**config.mk**
```make
export PLATFORM = sky130hd
export DESIGN_NAME = adc_autoseq
export DESIGN_NICKNAME = d
export VERILOG_FILES = /design/src/rtl/adc_seq_pkg.sv /design/src/rtl/adc_seq_unit.sv /design/src/rtl/adc_seq_arb.sv /design/src/rtl/adc_seq_results.sv /design/src/rtl/adc_autoseq.sv
export SDC_FILE = /design/constraint.sdc
export NUM_CORES = 1
export LEC_CHECK = 0
export BUFFER_PORTS_ARGS = -buffer_cell sky130_fd_sc_hd__clkbuf_2
export CORE_MARGIN = 1
export CORE_UTILIZATION = 35
export CTS_CLUSTER_DIAMETER = 40
export DETAILED_ROUTE_END_ITERATION = 10
export GPL_TIMING_DRIVEN = 0
export PLACE_DENSITY = 0.62
export SYNTH_ARGS = -nofsm -noshare
export SYNTH_HDL_FRONTEND = slang
export SYNTH_SLANG_ARGS = --single-unit
```
**constraint.sdc**
```tcl
create_clock -name clk -period 4.8 [get_ports clk]
set_input_delay 0.96 -clock clk [delete_from_list [all_inputs] [get_ports clk]]
set_output_delay 0.96 -clock clk [all_outputs]
set_load 0.01 [all_outputs]
```
**src/rtl/adc_seq_pkg.sv**
```systemverilog
`timescale 1ns/1ps
package adc_seq_pkg;
    localparam int SLOTS  = 16;
    localparam int CHW    = 4;
    localparam int DW     = 12;
    localparam int RW     = 16;
    localparam int SW     = $clog2(SLOTS);
    localparam int HALF   = SLOTS / 2;
    localparam int NCHREG = (SLOTS * CHW) / RW;

    localparam logic [3:0] ADDR_CFG   = 4'd0;
    localparam logic [3:0] ADDR_CTL_A = 4'd1;
    localparam logic [3:0] ADDR_CHSEL = 4'd4;

    localparam int B_CASCADE = 0;
    localparam int B_CONT    = 1;
    localparam int B_START   = 0;
    localparam int B_RESET   = 1;
    localparam int B_EXT_EN  = 2;
    localparam int B_EVT_EN  = 3;
    localparam int B_IRQ_MOD = 4;
    localparam int B_CLR     = 5;
    localparam int MAX_LSB   = 8;

    typedef struct packed {
        logic          ext_en;
        logic          evt_en;
        logic          irq_mode;
        logic [SW-1:0] max_cnt;
    } seq_cfg_t;

    function automatic seq_cfg_t ctl_decode(input logic [RW-1:0] w);
        seq_cfg_t c;
        c.ext_en   = w[B_EXT_EN];
        c.evt_en   = w[B_EVT_EN];
        c.irq_mode = w[B_IRQ_MOD];
        c.max_cnt  = w[MAX_LSB +: SW];
        return c;
    endfunction

    function automatic logic [CHW-1:0] chsel_field(input logic [SLOTS*CHW-1:0] flat,
                                                   input logic [SW-1:0] slot);
        return flat[slot*CHW +: CHW];
    endfunction

    function automatic logic [RW-1:0] left_just(input logic [DW-1:0] d);
        return {d, {(RW-DW){1'b0}}};
    endfunction
endpackage

```
**src/rtl/adc_seq_unit.sv**
```systemverilog
`timescale 1ns/1ps
module adc_seq_unit
    import adc_seq_pkg::*;
#(
    parameter logic [SW-1:0] BASE = '0
) (
    input  logic          clk,
    input  logic          rst,
    input  logic          active,
    input  logic          trig,
    input  logic          seq_rst,
    input  logic          cont,
    input  logic          irq_mode,
    input  logic          clr,
    input  logic [SW-1:0] max_cnt,
    input  logic          done,
    output logic          busy,
    output logic [SW-1:0] ptr,
    output logic [SW-1:0] rem,
    output logic          irq,
    output logic          eosb,
    output logic          eos
);
    logic pend;

    assign eos = done && (rem == '0);

    always_ff @(posedge clk) begin
        if (rst || !active || seq_rst) begin
            busy <= 1'b0;
            ptr  <= BASE;
            rem  <= '0;
            pend <= 1'b0;
            eosb <= 1'b0;
        end else begin
            if (done) begin
                if (rem == '0) begin
                    ptr  <= BASE;
                    pend <= 1'b0;
                    if (cont || pend || trig) begin
                        rem <= max_cnt;
                    end else begin
                        busy <= 1'b0;
                    end
                    if (irq_mode) eosb <= ~eosb;
                end else begin
                    ptr <= ptr + 1'b1;
                    rem <= rem - 1'b1;
                    if (trig) pend <= 1'b1;
                end
            end else if (trig) begin
                if (busy) begin
                    pend <= 1'b1;
                end else begin
                    busy <= 1'b1;
                    ptr  <= BASE;
                    rem  <= max_cnt;
                end
            end
        end
    end

    always_ff @(posedge clk) begin
        if (rst) begin
            irq <= 1'b0;
        end else if (eos && active && !seq_rst && (!irq_mode || eosb)) begin
            irq <= 1'b1;
        end else if (clr) begin
            irq <= 1'b0;
        end
    end
endmodule

```
**src/rtl/adc_seq_arb.sv**
```systemverilog
`timescale 1ns/1ps
module adc_seq_arb
    import adc_seq_pkg::*;
(
    input  logic                 clk,
    input  logic                 rst,
    input  logic [1:0]           busy,
    input  logic [SW-1:0]        ptr_a,
    input  logic [SW-1:0]        ptr_b,
    input  logic [SLOTS*CHW-1:0] chsel,
    input  logic [1:0]           seq_rst,
    input  logic                 conv_done,
    output logic                 conv_start,
    output logic [CHW-1:0]       conv_chan,
    output logic [1:0]           done_to,
    output logic [SW-1:0]        slot
);
    logic          out_q, keep_q, owner_q;
    logic          pick;
    logic [SW-1:0] pick_ptr;

    assign pick     = ~busy[0];
    assign pick_ptr = pick ? ptr_b : ptr_a;

    always_comb begin
        for (int i = 0; i < 2; i++) begin
            done_to[i] = conv_done && out_q && keep_q && (owner_q == i[0]);
        end
    end

    always_ff @(posedge clk) begin
        if (rst) begin
            out_q      <= 1'b0;
            keep_q     <= 1'b0;
            owner_q    <= 1'b0;
            slot       <= '0;
            conv_start <= 1'b0;
            conv_chan  <= '0;
        end else begin
            conv_start <= 1'b0;
            if (out_q) begin
                if (conv_done) out_q <= 1'b0;
                if (seq_rst[owner_q]) keep_q <= 1'b0;
            end else if (busy != 2'b00) begin
                out_q      <= 1'b1;
                keep_q     <= ~seq_rst[pick];
                owner_q    <= pick;
                slot       <= pick_ptr;
                conv_start <= 1'b1;
                conv_chan  <= chsel_field(chsel, pick_ptr);
            end
        end
    end
endmodule

```
**src/rtl/adc_seq_results.sv**
```systemverilog
`timescale 1ns/1ps
module adc_seq_results
    import adc_seq_pkg::*;
(
    input  logic          clk,
    input  logic          rst,
    input  logic          we,
    input  logic [SW-1:0] slot,
    input  logic [DW-1:0] sample,
    input  logic [SW-1:0] rd_idx,
    output logic [RW-1:0] rd_data
);
    logic [RW-1:0] bank [SLOTS];

    always_ff @(posedge clk) begin
        if (rst) begin
            for (int i = 0; i < SLOTS; i++) bank[i] <= '0;
        end else if (we) begin
            bank[slot] <= left_just(sample);
        end
    end

    assign rd_data = bank[rd_idx];
endmodule

```
**src/rtl/adc_autoseq.sv**
```systemverilog
`timescale 1ns/1ps
module adc_autoseq
    import adc_seq_pkg::*;
(
    input  logic          clk,
    input  logic          rst,
    input  logic          wr_en,
    input  logic [3:0]    wr_addr,
    input  logic [RW-1:0] wr_data,
    input  logic          ext_soc,
    input  logic          evt_a,
    input  logic          evt_b,
    output logic          conv_start,
    output logic [CHW-1:0] conv_chan,
    input  logic          conv_done,
    input  logic [DW-1:0] conv_data,
    input  logic [SW-1:0] rd_idx,
    output logic [RW-1:0] rd_data,
    output logic [1:0]    busy,
    output logic [1:0]    irq,
    output logic [1:0]    eos_buf,
    output logic [SW-1:0] ptr_a,
    output logic [SW-1:0] ptr_b,
    output logic [SW-1:0] remain_a,
    output logic [SW-1:0] remain_b
);
    logic                 cascade_q, cont_q;
    seq_cfg_t             cfg_q [2];
    logic [SLOTS*CHW-1:0] chsel_q;

    logic [1:0]    wr_ctl, trig, srst, clr_p, active, done_v, eos_v;
    logic [SW-1:0] ptr_v [2];
    logic [SW-1:0] rem_v [2];
    logic [SW-1:0] max_v [2];
    logic [SW-1:0] slot_w;

    always_ff @(posedge clk) begin
        if (rst) begin
            cascade_q <= 1'b0;
            cont_q    <= 1'b0;
            cfg_q[0]  <= '0;
            cfg_q[1]  <= '0;
            chsel_q   <= '0;
        end else if (wr_en) begin
            if (wr_addr == ADDR_CFG) begin
                cascade_q <= wr_data[B_CASCADE];
                cont_q    <= wr_data[B_CONT];
            end
            for (int g = 0; g < 2; g++) begin
                if (wr_ctl[g]) cfg_q[g] <= ctl_decode(wr_data);
            end
            for (int r = 0; r < NCHREG; r++) begin
                if (wr_addr == ADDR_CHSEL + 4'(r)) chsel_q[r*RW +: RW] <= wr_data;
            end
        end
    end

    assign trig[0] = (wr_ctl[0] & wr_data[B_START]) | (ext_soc & cfg_q[0].ext_en)
                   | (evt_a & cfg_q[0].evt_en);
    assign trig[1] = (wr_ctl[1] & wr_data[B_START]) | (evt_b & cfg_q[1].evt_en);
    assign max_v[0] = cascade_q ? cfg_q[0].max_cnt : {1'b0, cfg_q[0].max_cnt[SW-2:0]};
    assign max_v[1] = {1'b0, cfg_q[1].max_cnt[SW-2:0]};
    assign active   = {~cascade_q, 1'b1};

    for (genvar g = 0; g < 2; g++) begin : g_seq
        assign wr_ctl[g] = wr_en && (wr_addr == ADDR_CTL_A + 4'(g));
        assign srst[g]   = wr_ctl[g] & wr_data[B_RESET];
        assign clr_p[g]  = wr_ctl[g] & wr_data[B_CLR];

        adc_seq_unit #(.BASE(SW'(g * HALF))) u_unit (
            .clk      (clk),
            .rst      (rst),
            .active   (active[g]),
            .trig     (trig[g]),
            .seq_rst  (srst[g]),
            .cont     (cont_q),
            .irq_mode (cfg_q[g].irq_mode),
            .clr      (clr_p[g]),
            .max_cnt  (max_v[g]),
            .done     (done_v[g]),
            .busy     (busy[g]),
            .ptr      (ptr_v[g]),
            .rem      (rem_v[g]),
            .irq      (irq[g]),
            .eosb     (eos_buf[g]),
            .eos      (eos_v[g])
        );
    end

    adc_seq_arb u_arb (
        .clk        (clk),
        .rst        (rst),
        .busy       (busy),
        .ptr_a      (ptr_v[0]),
        .ptr_b      (ptr_v[1]),
        .chsel      (chsel_q),
        .seq_rst    (srst),
        .conv_done  (conv_done),
        .conv_start (conv_start),
        .conv_chan  (conv_chan),
        .done_to    (done_v),
        .slot       (slot_w)
    );

    adc_seq_results u_res (
        .clk     (clk),
        .rst     (rst),
        .we      (|done_v),
        .slot    (slot_w),
        .sample  (conv_data),
        .rd_idx  (rd_idx),
        .rd_data (rd_data)
    );

    assign ptr_a    = ptr_v[0];
    assign ptr_b    = ptr_v[1];
    assign remain_a = rem_v[0];
    assign remain_b = rem_v[1];
endmodule

```
==> flow_summary.json, run 1 <==
{
  "drcViolationCount": 0,
  "cts_tree": "yes",
  "p_leak_nw": 6.15,
  "dp_hpwl_um": 26800,
  "r2r_cells": 7,
  "synth.most_common_cell": "edfxtp_1",
  "crit_path_frequent_cell": "mux4_2",
  "ant_nets": 0,
  "worstPathMaxFanout": 10,
  "slew_headroom_pct": 43.9,
  "worst_path_max_delay_cell": "buf_1",
  "maxCapViolCount": 0,
  "initial_utilization_pct": 35.4,
  "rows": 74,
  "area_growth_pct": 17.2,
  "gr-total-overflow": 0,
  "hold_viol": 0,
  "outcome": "completed",
  "busiest_layer": "met2",
  "max_freq_mhz": 251,
  "first_pass_iters": 5,
  "chipHeight_um": 205,
  "async_flop_share_pct": 0,
  "grt_util_met3_pct": 3.60,
  "die_area_um2": 42100,
  "cts_resized": 0,
  "fin_tns_setup_ns": 0,
  "viasPerCell": 5.16,
  "worstPathCellList": "buf_2 > buf_1 > mux4_2 > mux4_2 > clkbuf_2",
  "syn_area_um2": 14500,
  "power_per_cell_area_nw_per_um2": 389,
  "min-delay-start": "chsel_q[34]",
  "postCtsHoldBufs": 0,
  "cp_data_arrival_time_ns": 3.02,
  "fin_util_pct": 41.5,
  "grt_max_degree": 14,
  "rsz0062_at_grt": "false",
  "synth-seq-cells": 306,
  "rr_startpoint": "u_arb.out_q",
  "post-route-period-util_pct": 82.9,
  "path_delay_family": "buffers and inverters",
  "drv_slew": 0,
  "clockBufferDepth": 3,
  "numCtsBuffers": 42,
  "yosysTopAreaCellShare_pct": 42.3,
  "hp-class": "reg -> reg",
  "crit_type": "in -> out",
  "regToRegEndpoint": "u_res.bank[4][3]",
  "grt_usage_pct": 18.7,
  "finalWeightedCongestion": 0.859,
  "synthDistinctLibCells": 58,
  "yosysTopAreaCell": "edfxtp_1",
  "skew_ns": 0.0198,
  "syn_area_per_cell_um2": 11.5,
  "diodes": 0,
  "drt_iter0_markers": 712,
  "htreeDepth": 2,
  "cp-end-kind": "primary output",
  "portBuffers": 77,
  "synth_ff_type": "edfxtp_1",
  "yosysSeqAreaShare_pct": 56.5,
  "root_buffer": "clkbuf_16",
  "yosys_warnings": 0,
  "vias": 10028,
  "wire_per_inst_um": 19.9,
  "fill_cells": 3876,
  "finalSetupViolCount": 0,
  "fin_crit_ns": 3.98,
  "crit_path_max_incr_delay_ns": 0.58,
  "core_um2": 40800,
  "synth_area_leaders": "edfxtp_1 42%, dfxtp_1 14%, mux4_2 9.3%",
  "worst_slew_pin_slew_ns": 0.841,
  "insertion_delay_ns": 0.54,
  "whs_endpoint": "chsel_q[34]",
  "peakVddDrop_mv": 0.244,
  "ioPinCount": 86,
  "synth_edf_count": 204,
  "drive_above_1_share_pct": 18.4,
  "grt_pass1_wl_um": 58900,
  "cts.sinks": 306,
  "grtUsageMet1_pct": 24.5,
  "clkSlewWorstSetupHoldPaths_ns": 0.06,
  "die_w_um": 205,
  "grt_pass1_vias": 10123,
  "synth_commonest_cells": "204 x edfxtp_1, 201 x and2_1, 132 x nand2_1, 102 x dfxtp_1, 95 x a21oi_1",
  "use_met2_pct": 31.3,
  "start_kind": "input pin",
  "worstPathBufferInverterCount": 3,
  "nNetsFinal": 1426,
  "rrSetupSlack_ns": 2.51,
  "synth_cells": 1253,
  "hold_depth": 2,
  "cts_setup_buffers": 0,
  "drt_wl_total_um": 38600,
  "cp.required_ns": 3.84,
  "antenna_found_initial": 0,
  "path_depth": 5
}
power by group:
group / total, W / internal, W / switching (W)
clock network: 0.00316 / 0.00195 / 0.00120
registers: 0.00294 / 0.00289 / 0.0000424
logic: 0.000505 / 0.000194 / 0.000311
total: 0.00660 / 0.00504 / 0.00156
metal layers:
layer  share of wire, %  vias up
li1                   -     4726
met1                 43     4899
met2                 48      348
met3                6.3       55
met4                2.2        0
met5                  0        -
worst max path at each step:
stage | startpoint | to | slack (ns)
2_1_floorplan | rd_idx[0] | rd_data[10] | 1.50
3_3_place_gp | rd_idx[1] | rd_data[5] | 0.82
3_5_place_dp | rd_idx[1] | rd_data[5] | 0.82
4_1_cts | rd_idx[1] | rd_data[5] | 0.82
5_1_grt | rd_idx[1] | rd_data[4] | 0.77
6_report | rd_idx[1] | rd_data[6] | 0.82
worst reg2reg max path, delay by kind of cell, from the launching register on:
kind	cells	cell delay, ns
buffers and inverters	2	0.65
flip-flops	1	0.30
AND/OR/NAND/NOR	5	1.21
registers in the layout, indices dropped and copies added, names as in the netlist, 4 cells and up:
| signal | cells |
|---|---|
| g_seq.u_unit.rem | 8 |
| cfg_q | 12 |
| chsel_q | 64 |
| u_arb.slot | 4 |
| u_arb.conv_chan | 4 |
| u_res.bank | 192 |
| g_seq.u_unit.ptr | 8 |
cells in the final DEF, fill, tap and decap left out, drive strengths merged, types with 18 or more instances in the layout:
cell type	instances
edfxtp	204
and2	202
clkbuf	195
nand2	132
dfxtp	102
a21oi	95
nor2	69
mux4	60
nand2b	56
buf	34
nor3	29
a22oi	28
o21ai	23
inv	22
mux2i	19
or2	18
area by class of cell:
type / instances / area [µm²] / share of cell area [%]
Tap cell: 532 / 666 / 3.93
Clock inverter: 25 / 304 / 1.79
Multi-Input combinational cell: 834 / 5780 / 34.1
Buffer: 100 / 469 / 2.77
Inverter: 16 / 60.1 / 0.354
Timing Repair Buffer: 77 / 385 / 2.27
Sequential cell: 306 / 8170 / 48.2
Clock buffer: 52 / 1120 / 6.61
kinds of logic after synthesis:
logic type | share of synthesized area [%]
buffers and inverters | 3.66
muxes | 10.8
DFF | 56.5
AOI/OAI and AO/OA | 8.66
adders and majority gates | 0.519
and+or+nand+nor | 19.8
other | 0.0259
xor gates and xnor gates | 0.121
metrics by stage:
stage | instance area [µm²] | std cells | hold WS, ns | total power, W | setup WS, ns
2_1_floorplan | 14500 | 1256 | 0.436 | 0.00330 | 1.50
3_3_place_gp | 15500 | 1865 | 0.442 | 0.00349 | 0.819
3_5_place_dp | 15500 | 1865 | 0.450 | 0.00350 | 0.817
4_1_cts | 17000 | 1942 | 0.458 | 0.00665 | 0.817
5_1_grt | 17000 | 1942 | 0.467 | 0.00680 | 0.768
6_report | 17000 | 1942 | 0.455 | 0.00660 | 0.820
Power figures use the tool's default switching activity.
==> run 2: changes to the inputs <==
Settings changed: PLACE_DENSITY 0.62 to 0.64.
Clock period 4.8 ns to 3.5 ns, I/O delays scaled along.
==> run 2 against run 1 <==
Net effect:
- first-iteration DRC count up 15%
- largest cell class unchanged
- worst hold slack better by 0.00095 ns
- worst setup slack worse by 0.80 ns
- via count up 0.64%
- sequential share of layout area up 0.42 points
- clock skew down 0.0061 ns
- largest power group is now sequential cells
- cell count down 0.26%
- register-to-register slack worse by 1.3 ns
- critical path depth unchanged
- sequential power up 37%
- flip-flop and latch count unchanged
- core utilization down 0.36 points
==> flow_summary.json, run 2 (synthesis results as in run 1) <==
{
  "maxCapViolCount": 0,
  "rsz0062_at_grt": "false",
  "largest_register_ffs": 192,
  "fin_crit_ns": 3.48,
  "cts_tree": "yes",
  "clockBufferDepth": 3,
  "intPower_w": 0.00653,
  "drv_slew": 0,
  "fill_cells": 3817,
  "slew_headroom_pct": 46.9,
  "cts_setup_buffers": 0,
  "ioPinCount": 86,
  "htreeDepth": 2,
  "swShare_pct": 24.6,
  "grt_pass1_wl_um": 58700,
  "crit_path_max_incr_delay_ns": 0.60,
  "outcome": "completed",
  "cp.required_ns": 2.80,
  "wire_per_inst_um": 19.9,
  "gr-total-overflow": 0,
  "vias": 10092,
  "drcViolationCount": 0,
  "cts_resized": 0,
  "skew_ns": 0.0138,
  "drt_wl_total_um": 38600,
  "portBuffers": 77,
  "finalSetupViolCount": 0,
  "first_pass_iters": 5,
  "max_freq_mhz": 288,
  "drive_above_1_share_pct": 18.4,
  "seqPwrFrac_pct": 46.5,
  "peakVddDrop_mv": 0.315,
  "rows": 74,
  "multiInputGateArea_um2": 5780,
  "grt_usage_pct": 18.5,
  "die_area_um2": 42100,
  "start_kind": "input pin",
  "grt_pass1_vias": 9863,
  "worst_path_max_delay_cell": "buf_1",
  "layout_commonest_cell": "edfxtp_1",
  "chipHeight_um": 205,
  "root_buffer": "clkbuf_16",
  "hp-class": "reg -> reg",
  "worst_slew_pin_slew_ns": 0.796,
  "numCtsBuffers": 39,
  "cp-end-kind": "primary output",
  "core_um2": 40800,
  "p_clk_share_pct": 45.5,
  "worstPathCellList": "buf_2 > buf_1 > mux4_2 > mux4_2 > clkbuf_2",
  "drt_iter0_markers": 820,
  "regMostFlops": "u_res.bank",
  "postCtsHoldBufs": 0,
  "clkSlewWorstSetupHoldPaths_ns": 0.05,
  "layout_common_cells": "204 x edfxtp_1, 201 x and2_1, 132 x nand2_1",
  "switchingPower_w": 0.00213,
  "diodes": 0,
  "power_per_cell_area_nw_per_um2": 516,
  "die_w_um": 205,
  "insertion_delay_ns": 0.55,
  "grt_max_degree": 15,
  "regArea_um2": 8170,
  "crit_path_frequent_cell": "mux4_2",
  "fin_tns_setup_ns": 0,
  "hold_viol": 0,
  "viasPerCell": 5.21,
  "combPwrFrac_pct": 8.0,
  "crit_type": "in -> out",
  "initial_utilization_pct": 35.4,
  "ant_nets": 0,
  "antenna_found_initial": 0,
  "finalWeightedCongestion": 0.899,
  "cp_data_arrival_time_ns": 2.78,
  "worstPathMaxFanout": 10,
  "cts.sinks": 306,
  "p_leak_nw": 6.08,
  "reg_top3": "u_res.bank x192, chsel_q x64, cfg_q x12",
  "area_growth_pct": 16.2,
  "total_power_w": 0.00867,
  "nNetsFinal": 1423,
  "dp_hpwl_um": 26700,
  "post-route-period-util_pct": 99.3
}
==> run 2: changes by cell type in the layout (fill, tap and decap cells not counted) <==
cell        delta
inv_6          +1
clkbuf_16      -3
bufinv_16      -3
clkinv_4       +1
clkinv_1       +3
clkinv_2       +1
clkbuf_1       -7
inv_8          -1
clkbuf_4       +1
clkinvlp_4     +2
==> run 2: power groups by stage <==
stage	clock network [W]	logic [W]	registers (W)
after floorplan	0	0.000435	0.00408
after global placement	0	0.000681	0.00410
after detailed placement	0	0.000692	0.00410
after CTS	0.00398	0.000695	0.00403
after global routing	0.00413	0.000749	0.00404
final	0.00395	0.000693	0.00403
==> run 2: worst paths after layout <==
| check | cells past startpoint | slack, ns | to | startpoint |
|---|---|---|---|---|
| setup reg to reg | 7 | 1.18 | u_res.bank[4][5] | u_arb.out_q |
| hold reg to reg | 2 | 0.46 | chsel_q[13] | chsel_q[13] |
| setup / recovery | 5 | 0.02 | rd_data[15] | rd_idx[1] |
| hold / removal | 2 | 0.46 | chsel_q[13] | chsel_q[13] |
==> run 2: metal layers <==
metal | vias to the layer above | part of all wire, % | GRT usage, %
met2 | 348 | 48 | 30.9
met5 | - | 0 | 0
li1 | 4728 | - | -
met3 | 59 | 6.4 | 3.20
met4 | 0 | 2.1 | 5.05
met1 | 4957 | 43 | 24.8
==> run 2: critical path: cells and delay by family <==
kind	cells	cell delay, ns
mux	2	0.99
buf+inv	3	1.08
==> run 2: area by class of cell <==
type / count / share of cell area, %
Clock buffer: 43 / 6.11
Tap cell: 532 / 3.96
Inverter: 16 / 0.357
Sequential cell: 306 / 48.6
Multi-Input combinational cell: 834 / 34.4
Clock inverter: 29 / 1.50
Timing Repair Buffer: 77 / 2.29
Buffer: 100 / 2.79
==> run 2: stage by stage <==
step                      hold slack [ns]  area [µm²]  cells  utilization (%)  setup WS (ns)
final                               0.456       16800   1937             41.2         0.0242
after global routing                0.472       16800   1937             41.2        0.00224
after CTS                           0.456       16800   1937             41.2         0.0498
after detailed placement            0.447       15500   1865             38.0         0.0500
after global placement              0.443       15500   1865             38.0         0.0562
after floorplan                     0.436       14500   1256                -          0.723
